$ cat src/rtl/rom_search_pkg.sv
package rom_search_pkg;

  typedef enum logic [2:0] {
    PH_IDLE,
    PH_READ_ID,
    PH_READ_CMP,
    PH_WRITE_DIR,
    PH_FINISH
  } step_phase_e;

  // Packed so that bit 0 = id, bit 1 = complement, bit 2 = direction
  typedef struct packed {
    logic dir;
    logic cmp;
    logic id;
  } step_status_t;

  localparam int STATUS_W = $bits(step_status_t);

endpackage

$ cat src/rtl/rom_search_decide.sv
module rom_search_decide
  import rom_search_pkg::*;
(
  input  logic         id_bit,
  input  logic         cmp_bit,
  input  logic         pref_dir,
  output logic         restart,
  output logic         dir,
  output step_status_t status
);

  logic disagree;

  always_comb begin
    restart  = id_bit & cmp_bit;
    disagree = ~id_bit & ~cmp_bit;
    dir      = disagree ? pref_dir : id_bit;
    if (restart) begin
      status = '{dir: 1'b0, cmp: 1'b1, id: 1'b1};
    end else begin
      status = '{dir: dir, cmp: cmp_bit, id: id_bit};
    end
  end

endmodule

$ cat src/rtl/rom_search_slot_port.sv
module rom_search_slot_port (
  input  logic clk,
  input  logic rst_n,
  input  logic want,
  input  logic want_wr,
  input  logic want_wbit,
  input  logic slot_ack,
  output logic slot_req,
  output logic slot_wr,
  output logic slot_wbit,
  output logic fire
);

  logic req_q, wr_q, wbit_q;

  assign fire      = req_q & slot_ack;
  assign slot_req  = req_q;
  assign slot_wr   = wr_q;
  assign slot_wbit = wbit_q;

  always_ff @(posedge clk or negedge rst_n) begin
    if (!rst_n) begin
      req_q  <= 1'b0;
      wr_q   <= 1'b0;
      wbit_q <= 1'b0;
    end else if (fire) begin
      req_q <= 1'b0;
    end else if (want && !req_q) begin
      req_q  <= 1'b1;
      wr_q   <= want_wr;
      wbit_q <= want_wbit;
    end
  end

endmodule

$ cat src/rtl/rom_search_ctrl.sv
module rom_search_ctrl
  import rom_search_pkg::*;
(
  input  logic         clk,
  input  logic         rst_n,
  input  logic         cmd_valid,
  input  logic         cmd_pref_dir,
  output logic         cmd_ready,
  input  logic         fire,
  input  logic         slot_rbit,
  input  logic         dec_restart,
  input  logic         dec_dir,
  input  step_status_t dec_status,
  output logic         id_q,
  output logic         pref_q,
  output logic         want,
  output logic         want_wr,
  output logic         want_wbit,
  output logic         step_done,
  output step_status_t status_q
);

  step_phase_e  phase_q;
  step_status_t pend_q;
  logic         dir_q;

  assign cmd_ready = (phase_q == PH_IDLE);
  assign step_done = (phase_q == PH_FINISH);
  assign want      = (phase_q == PH_READ_ID) || (phase_q == PH_READ_CMP) ||
                     (phase_q == PH_WRITE_DIR);
  assign want_wr   = (phase_q == PH_WRITE_DIR);
  assign want_wbit = dir_q;

  always_ff @(posedge clk or negedge rst_n) begin
    if (!rst_n) begin
      phase_q  <= PH_IDLE;
      id_q     <= 1'b0;
      pref_q   <= 1'b0;
      dir_q    <= 1'b0;
      pend_q   <= '0;
      status_q <= '0;
    end else begin
      unique case (phase_q)
        PH_IDLE: begin
          if (cmd_valid) begin
            pref_q  <= cmd_pref_dir;
            phase_q <= PH_READ_ID;
          end
        end
        PH_READ_ID: begin
          if (fire) begin
            id_q    <= slot_rbit;
            phase_q <= PH_READ_CMP;
          end
        end
        PH_READ_CMP: begin
          if (fire) begin
            dir_q  <= dec_dir;
            pend_q <= dec_status;
            if (dec_restart) begin
              status_q <= dec_status;
              phase_q  <= PH_FINISH;
            end else begin
              phase_q <= PH_WRITE_DIR;
            end
          end
        end
        PH_WRITE_DIR: begin
          if (fire) begin
            status_q <= pend_q;
            phase_q  <= PH_FINISH;
          end
        end
        PH_FINISH: phase_q <= PH_IDLE;
        default:   phase_q <= PH_IDLE;
      endcase
    end
  end

endmodule

$ cat src/rtl/rom_search_step.sv
module rom_search_step
  import rom_search_pkg::*;
(
  input  logic                clk,
  input  logic                rst_n,
  input  logic                cmd_valid,
  output logic                cmd_ready,
  input  logic                cmd_pref_dir,
  output logic                slot_req,
  output logic                slot_wr,
  output logic                slot_wbit,
  input  logic                slot_ack,
  input  logic                slot_rbit,
  output logic                step_done,
  output logic [STATUS_W-1:0] step_status
);

  logic         fire, want, want_wr, want_wbit;
  logic         id_q, pref_q;
  logic         dec_restart, dec_dir;
  step_status_t dec_status, status_q;

  rom_search_ctrl u_ctrl (
    .clk          (clk),
    .rst_n        (rst_n),
    .cmd_valid    (cmd_valid),
    .cmd_pref_dir (cmd_pref_dir),
    .cmd_ready    (cmd_ready),
    .fire         (fire),
    .slot_rbit    (slot_rbit),
    .dec_restart  (dec_restart),
    .dec_dir      (dec_dir),
    .dec_status   (dec_status),
    .id_q         (id_q),
    .pref_q       (pref_q),
    .want         (want),
    .want_wr      (want_wr),
    .want_wbit    (want_wbit),
    .step_done    (step_done),
    .status_q     (status_q)
  );

  rom_search_decide u_decide (
    .id_bit   (id_q),
    .cmp_bit  (slot_rbit),
    .pref_dir (pref_q),
    .restart  (dec_restart),
    .dir      (dec_dir),
    .status   (dec_status)
  );

  rom_search_slot_port u_port (
    .clk       (clk),
    .rst_n     (rst_n),
    .want      (want),
    .want_wr   (want_wr),
    .want_wbit (want_wbit),
    .slot_ack  (slot_ack),
    .slot_req  (slot_req),
    .slot_wr   (slot_wr),
    .slot_wbit (slot_wbit),
    .fire      (fire)
  );

  assign step_status = status_q;

endmodule

$ cat config.mk
export PLATFORM = sky130hd
export DESIGN_NAME = rom_search_step
export DESIGN_NICKNAME = d
export VERILOG_FILES = /design/src/rtl/rom_search_pkg.sv /design/src/rtl/rom_search_decide.sv /design/src/rtl/rom_search_slot_port.sv /design/src/rtl/rom_search_ctrl.sv /design/src/rtl/rom_search_step.sv
export SDC_FILE = /design/constraint.sdc
export NUM_CORES = 1
export LEC_CHECK = 0
export BUFFER_PORTS_ARGS = -buffer_cell sky130_fd_sc_hd__buf_2
export CORE_MARGIN = 3
export CORE_UTILIZATION = 45
export CTS_BUF_LIST = sky130_fd_sc_hd__clkbuf_4 sky130_fd_sc_hd__clkbuf_8 sky130_fd_sc_hd__clkbuf_16
export DETAILED_ROUTE_END_ITERATION = 10
export PLACE_DENSITY = 0.69
export SETUP_SLACK_MARGIN = 0.3
export SLEW_MARGIN = 10
export SYNTH_ARGS = -nofsm -noshare
export SYNTH_HDL_FRONTEND = slang
export SYNTH_SLANG_ARGS = --single-unit
$ cat constraint.sdc
create_clock -name clk -period 1.3 [get_ports clk]
set_input_delay 0 -clock clk [delete_from_list [all_inputs] [get_ports clk]]
set_output_delay 0 -clock clk [all_outputs]
set_load 0.05 [all_outputs]
# Word-level counts from Yosys, hierarchy flattened
# Index checks and enable logic that the tools add are counted.
# op_classes
magnitude_cmp	0
reduce_logical	13
n_div	0
multipliers	0
eq_ne	9
n_mux	14
n_addsub	0
bitwise_logic	6
n_shift	0
# ops
op	n
2-to-1 mux 3 bit	9
case mux 3 bit (4 select lines)	1
!= test 2 bit (second input constant)	5
AND reduction 2 bit	4
AND reduction 4 bit	2
== test 3 x 2 -> 1 bit (second input constant)	2
case mux 3 bit (2 select lines)	1
nonzero test 2 bit	2
bitwise AND 1 bit	3
== test 3 x 1 -> 1 bit (second input constant)	1
== test 3 bit (second input constant)	1
logical NOT 3 bit	1
2-to-1 mux 1 bit	3
inverter 1 bit	3
logical OR 1 bit	2
logical AND 1 bit	1
logical NOT 1 bit	1
# word_totals
romBits	0
latchBits	0
register_bits	15
wordCells	55
inputBits	6
output_inout_bits	8
mem_count	0
ram_bits	0

# Longest topological paths before layout
# Gate-level depths: netlist of run 1.
# depth
ltp_word	7
ltp_mapped	5
ltp_nobuf	4

# Hierarchy
# A second synthesis of run 1 with hierarchy kept.
# unflattened
hier_cells	61
hier_area_um2	740.7
# modules_own_cells
mod	instances	area_each_um2	cells_per_inst	seq_area_each_um2
rom_search_ctrl	1	568.0	45	300.3
rom_search_slot_port	1	138.9	9	75.1
rom_search_decide	1	33.8	7	0.0

# Worst setup path before layout of run 1
# No wires, ideal clock.
# synth_path
path_type	register to register
startpoint	reg u_ctrl.phase_q[1]
endpoint	reg u_ctrl.pref_q
arrival_ns	2.095
required_time_ns	1.173
slack_ns	-0.922
path_buffers	0
setup_time_ns	0.127
stages_incl_launch_ff	4
period_less_slack_ns	2.222
path_cell_list	dfrtp_1 > nor3_1 > nand2_1 > mux2_1
# synth_between
elab_chain_len	2
# synth_rtl
item	line_no	source
start: declaration	rom_search_ctrl.sv:23	step_phase_e phase_q;
start signal: assignment	rom_search_ctrl.sv:36	phase_q <= PH_IDLE;
start signal: assignment	rom_search_ctrl.sv:47	phase_q <= PH_READ_ID;
start signal: assignment	rom_search_ctrl.sv:53	phase_q <= PH_READ_CMP;
logical NOT 3 bit	n/a	
via cmd_ready	rom_search_step.sv:7	output logic cmd_ready,
AND reduction 2 bit (no source line)	n/a	
end signal: assignment	rom_search_ctrl.sv:46	pref_q <= cmd_pref_dir;
end: declaration	rom_search_ctrl.sv:15	output logic pref_q,
# The timed path passes the listed nets, and every way through them passes these cells.
# A chain may end at the register's enable or synchronous reset.

# Worst setup path after layout of run 1
# layout_path
startpoint	reg u_ctrl.phase_q[1]
endpoint	reg u_port.wbit_q, in the netlist u_port.slot_wbit
# layout_between
elab_chain_len	5
word_cells_on_any_way	7
cone_classes	3 x eq/ne; 4 x reduce/logical
# layout_rtl
item	line_no	source
== test 3 x 1 -> 1 bit / == test 3 x 2 -> 1 bit (equally long branches)	rom_search_ctrl.sv:29	assign want = (phase_q == PH_READ_ID) || (phase_q == PH_READ_CMP) ||
logical OR 1 bit	rom_search_ctrl.sv:29	
logical OR 1 bit (*)	rom_search_ctrl.sv:29	
logical AND 1 bit (*)	rom_search_slot_port.sv:28	end else if (want && !req_q) begin
AND reduction 2 bit (no source line) (*)	n/a	
end signal: assignment	rom_search_slot_port.sv:31	wbit_q <= want_wbit;
end: declaration	rom_search_slot_port.sv:14	logic req_q, wr_q, wbit_q;
# Mark *: on every way between the ends. The rest lies on a longest branch, timed or not.

==> impl_metrics.toml, run 1 <==
[status]
outcome = "finished, final reports clean"

[critical_path]
crit_family = "flip-flops"
required_ns = 1.47
cp_slowest_cell = "dfrtp_2"
startpoint_type = "flop"
worstSetupEndpointType = "flop"
cp_cell_sequence = "o21ai_1 -> buf_4 -> mux2_2"
worstPathArrival_ns = 1.47
cpPeakStageDelay_ns = 0.50
path_buf_inv = 1
criticalPathCategory = "flop to flop"
path_max_fanout = 7

[die]
core_mm2 = 0.00135
fp.dieArea_mm2 = 0.00201
die_x_um = 44.8
start_util_pct = 50.1
rows = 13
io_pins = 14
fp.dieH_um = 44.8

[synthesis]
synth_fp_nets = 64
ys_async_sr_fraction_pct = 100
avgSynthCellArea_um2 = 11.7
syn-cell-area_um2 = 677
synthDistinctLibCells = 25
yosys_warnings = 0
yosysTopAreaCell = "dfrtp_1"
synth_most_common_cell = "dfrtp_1"
yosys-top-cells-count = "dfrtp_1 (15), nor2_1 (6), mux2_2 (5)"
synth_seq_area_share_pct = 55.5
synth_area_leaders = "dfrtp_1 (55%), mux2_2 (8.3%), nor2_1 (3.3%)"
ys_seq_elements = 15
synth_ff_type = "dfrtp_1"
synth_edf_count = 0
yosysTopAreaCellShare_pct = 55.5
synthesis.instances = 58

[global_route]
grt_pass1_wl_mm = 2.46
grt_max_degree = 16
grt_pass1_vias = 543
track_usage_pct = 17.1
grt_overflow_total = 0
antenna_found_initial = 0

[detailed_routing]
num_vias = 551
firstDrtPassIters = 4
wl_mm = 1.56
drcViolationCount = 0
ant_nets = 0
vias_per_cell = 5.35
drtIter0Drc = 12
wl_per_cell_um = 15.1

[pwr]
powerDensity_mw_per_mm2 = 2780
power_leakage_nw = 0.460
peakVddDrop_v = 0.00153
fin_total_pwr_mw = 2.72

[clock_tree]
cts.clk_slew.worst_paths_ns = 0.09
clock_path_buffers = 2
insertion_delay_ns = 0.28
numCtsBuffers = 3
clock-sinks = 15
root_buffer = "clkbuf_4"
tritoncts = "done"
cts.htree.levels = 1

[finish]
syn_to_final_growth_pct = 44.5
fillers = 97
drive_gt1_share_pct = 58.0
n_antenna_cell = 0
nets = 95

[timing]
finalSetupViolations = 0
tightest_slew_ns = 0.338
fmax_ghz = 0.772
whs_ns = 0.0516
finalClockSkew_ns = 0.00408
finalCriticalPeriod_ns = 1.30
drv_slew = 0
period_share_pct = 99.6
slew_headroom_pct = 77.5
rsz0062_at_grt = "true"
hold_violations = 0

[min_path]
hold_path_class = "primary input to flop"

[placed_design]
place.gp.congestion = 0.811
io_buffer_count = 13
dp_hpwl_um = 976

[job]
drv_cap = 0
==> worst register-to-register path, delay by kind of cell, from the launching register on <==
family                 cells  cell delay [ns]
muxes                      1             0.32
buffers and inverters      1             0.16
DFF                        1             0.50
AOI/OAI and AO/OA          1             0.21
==> per-stage QoR <==
step | setup slack (ns) | setup TNS, ns | instance area [um^2] | util (%) | cells
2_1_floorplan | -0.232 | -0.327 | 712 | - | 58
3_3_place_gp | -0.0256 | -0.0441 | 845 | 62.6 | 93
3_5_place_dp | -0.0496 | -0.102 | 845 | 62.6 | 93
4_1_cts | 0.0260 | 0 | 955 | 70.7 | 102
5_1_grt | -0.0152 | -0.0398 | 978 | 72.5 | 103
6_report | 0.00488 | 0 | 978 | 72.5 | 103
==> metal layers <==
layer | routed length, um | global-route usage (%) | vias to the layer above | part of all wire (%)
met1 | 654 | 23.1 | 267 | 42
met3 | 66 | 2.39 | 4 | 4.2
li1 | - | - | 264 | -
met5 | 0 | 0 | - | 0
met4 | 27 | 7.02 | 0 | 1.7
met2 | 811 | 27.8 | 16 | 52
==> timing repair <==
action                                 in CTS  in global routing
endpoints found under the hold margin      17                  1
hold buffers                                2                  1
pin swaps                                   4                  1
setup buffers                               3                  0
resized for setup                          11                  5
setup endpoints to repair                  17                 18
==> sequential cells by signal, indices dropped and copies added (netlist names) <==
name	count
u_ctrl.id_q	1
u_ctrl.phase_q	3
u_port.slot_req	1
u_port.slot_wbit	1
u_port.slot_wr	1
u_ctrl.pref_q	1
u_ctrl.pend_q	3
u_ctrl.want_wbit	1
u_ctrl.status_q	3
==> layout make-up <==
cell class	instances	area [um^2]	area share, %
clock buffers	4	30.0	3.07
flip-flops and latches	15	380	38.9
well taps	15	18.8	1.92
inverters	5	20.0	2.05
multi-input cells	37	333	34.0
repair buffers	27	196	20.1
==> cell usage in the layout, fill, tap and decap left out, drive strengths merged, types with 2 or more instances in the layout <==
| master | n |
|---|---|
| nand2b | 2 |
| inv | 4 |
| a21oi | 3 |
| o22a | 2 |
| clkbuf | 5 |
| mux2 | 6 |
| nand2 | 4 |
| o21ai | 2 |
| nor3 | 2 |
| nor2 | 6 |
| dlygate4sd3 | 3 |
| dfrtp | 15 |
| buf | 23 |
==> report_power, final <==
part           total, mW  internal, mW  leakage [nW]  switching (mW)
Sequential         0.937         0.696         0.175           0.241
Combinational       1.49         0.681         0.267           0.809
Clock              0.291         0.140        0.0184           0.151
==> path summary, 6_finish.rpt <==
path	slack, ns	end	start	cells past startpoint
max	0.005	u_port.slot_wbit	u_ctrl.phase_q[1]	3
min	0.05	u_ctrl.pend_q[1]	slot_rbit	2
max reg2reg	0.005	u_port.slot_wbit	u_ctrl.phase_q[1]	3
min reg2reg	0.51	u_ctrl.status_q[2]	u_ctrl.status_q[2]	1
max in group asynchronous	0.88	u_port.slot_req	rst_n	2
min in group asynchronous	0.14	u_ctrl.phase_q[0]	rst_n	2
==> kinds of logic (layout without fill, tap and decap cells) <==
group	Yosys count	after routing	share of synthesized area, %
and+or+nand+nor	18	18	16.1
AOI/OAI and AO/OA	12	12	12.4
muxes	7	7	11.5
DFF	15	15	55.5
buffers and inverters	6	36	4.62
Power figures use the tool's default switching activity.
==> inputs of run 2 (changes only) <==
--- a/config.mk
+++ b/config.mk
@@ -7,9 +7,11 @@
 export LEC_CHECK = 0
 export BUFFER_PORTS_ARGS = -buffer_cell sky130_fd_sc_hd__buf_2
+export CELL_PAD_IN_SITES_DETAIL_PLACEMENT = 0
+export CELL_PAD_IN_SITES_GLOBAL_PLACEMENT = 1
 export CORE_MARGIN = 3
-export CORE_UTILIZATION = 45
+export CORE_UTILIZATION = 36
 export CTS_BUF_LIST = sky130_fd_sc_hd__clkbuf_4 sky130_fd_sc_hd__clkbuf_8 sky130_fd_sc_hd__clkbuf_16
 export DETAILED_ROUTE_END_ITERATION = 10
-export PLACE_DENSITY = 0.69
+export PLACE_DENSITY = 0.7
 export SETUP_SLACK_MARGIN = 0.3
 export SLEW_MARGIN = 10
==> constraint.sdc (replaced) <==
create_clock -name clk -period 1.3 [get_ports clk]
set_input_delay 0 -clock clk [delete_from_list [all_inputs] [get_ports clk]]
set_output_delay 0 -clock clk [all_outputs]
set_load 0.01 [all_outputs]
==> impl_metrics.toml, run 2 (synthesis gave the netlist of run 1 again) <==
[status]
outcome = "finished, final reports clean"

[clock_tree]
cts.clk_slew.worst_paths_ns = 0.09
tritoncts = "done"
cts.htree.levels = 1
clock_path_buffers = 2
root_buffer = "clkbuf_4"
numCtsBuffers = 3
clock-sinks = 15
insertion_delay_ns = 0.29

[critical_path]
worstSetupEndpointType = "flop"
criticalPathCategory = "flop to flop"
worstPathArrival_ns = 1.47
required_ns = 1.48
path_max_fanout = 4
startpoint_type = "flop"

[die]
start_util_pct = 38.8
fp.dieArea_mm2 = 0.00244
die_x_um = 49.4
fp.dieH_um = 49.4
rows = 15
io_pins = 14
core_mm2 = 0.00175

[timing]
slew_headroom_pct = 77.7
whs_ns = 0.0372
rsz0062_at_grt = "true"
setup_ws_ns = 0.00693
hold_violations = 0
drv_slew = 0
tightest_slew_ns = 0.335
finalCriticalPeriod_ns = 1.29
period_share_pct = 99.5
finalSetupViolations = 0
finalClockSkew_ns = 0.00370
fmax_ghz = 0.773

[global_route]
grt_overflow_total = 0
antenna_found_initial = 0
track_usage_pct = 13.6
grt_pass1_vias = 575
grt_pass1_wl_mm = 2.50
grt_max_degree = 16

[pwr]
powerDensity_mw_per_mm2 = 2410
power_leakage_nw = 0.455
fin_total_pwr_mw = 2.34
peakVddDrop_v = 0.00121

[finish]
drive_gt1_share_pct = 54.5
reg_top3 = "u_ctrl.pend_q (3), u_ctrl.phase_q (3), u_ctrl.status_q (3)"
n_antenna_cell = 0
final_cell_mix = "buf_2 (13), dfrtp_1 (13), buf_4 (8), nor2_1 (6)"
nets = 95
stdcell_count = 113
syn_to_final_growth_pct = 43.4
fillers = 156
utilization_pct = 55.6

[placed_design]
dp_slack_ns = 0.0226
dp_hpwl_mm = 1.04
io_buffer_count = 13
place.gp.congestion = 0.756
dp_cells = 102

[detailed_routing]
drtIter0Drc = 8
num_vias = 540
wl_per_cell_um = 12.6
drcViolationCount = 0
vias_per_cell = 4.78
firstDrtPassIters = 3
ant_nets = 0
wl_mm = 1.42

[min_path]
hold_path_class = "primary input to flop"

[job]
drv_cap = 0
-- run 2: critical path, stage by stage (launching register included) --
cell and delay, ns:
dfrtp_1 0.40, buf_6 0.13, buf_6 0.11, and3_4 0.18, nand2_2 0.06, mux2_4 0.29
-- run 2: final cells by class --
| class | instances | area (um^2) | area share [%] |
|---|---|---|---|
| well taps | 25 | 31.3 | 3.22 |
| inverters | 5 | 21.3 | 2.19 |
| clock buffers | 4 | 30.0 | 3.09 |
| multi-input cells | 37 | 322 | 33.1 |
| flip-flops and latches | 15 | 378 | 38.9 |
| repair buffers | 27 | 189 | 19.5 |
-- run 2: worst paths after layout --
path                                         start            endpoint  slack, ns  cells past startpoint
worst min register to register  u_ctrl.status_q[2]  u_ctrl.status_q[2]       0.50                      1
worst min-delay path                     cmd_valid       u_ctrl.pref_q       0.04                      3
worst max register to register   u_ctrl.phase_q[0]         u_ctrl.id_q      0.007                      5
min in group asynchronous                    rst_n  u_ctrl.status_q[2]       0.13                      2
max in group asynchronous                    rst_n     u_port.slot_req       0.90                      2
worst max-delay path             u_ctrl.phase_q[0]         u_ctrl.id_q      0.007                      5
-- run 2: timing repair --
action / 4_1_cts / 5_1_grt
setup endpoints to repair: 16 / 17
hold buffers: 3 / 0
gates resized for setup: 4 / 5
hold endpoints to repair: 17 / 0
buffers inserted: 4 / 0
-- run 2: stage by stage --
| stage | area (um^2) | setup TNS, ns |
|---|---|---|
| floorplan | 707 | 0 |
| global placement | 845 | 0 |
| detailed placement | 845 | 0 |
| CTS | 951 | 0 |
| global route | 971 | -0.114 |
| finish | 971 | 0 |
-- run 2: layer usage --
| layer | up-vias | wire length (um) | GRT usage (%) | share of wire (%) |
|---|---|---|---|---|
| li1 | 263 | - | - | - |
| met1 | 261 | 684 | 17.6 | 48 |
| met2 | 10 | 652 | 20.8 | 46 |
| met3 | 6 | 42 | 2.75 | 3.0 |
| met4 | 0 | 44 | 8.53 | 3.1 |
| met5 | - | 0 | 0 | 0 |
-- run 2: power by group --
part           total, mW  internal, mW  leakage, nW  switching, mW
sequential         0.868         0.692        0.177          0.176
clock              0.289         0.140       0.0184          0.149
combinational       1.18         0.660        0.259          0.523
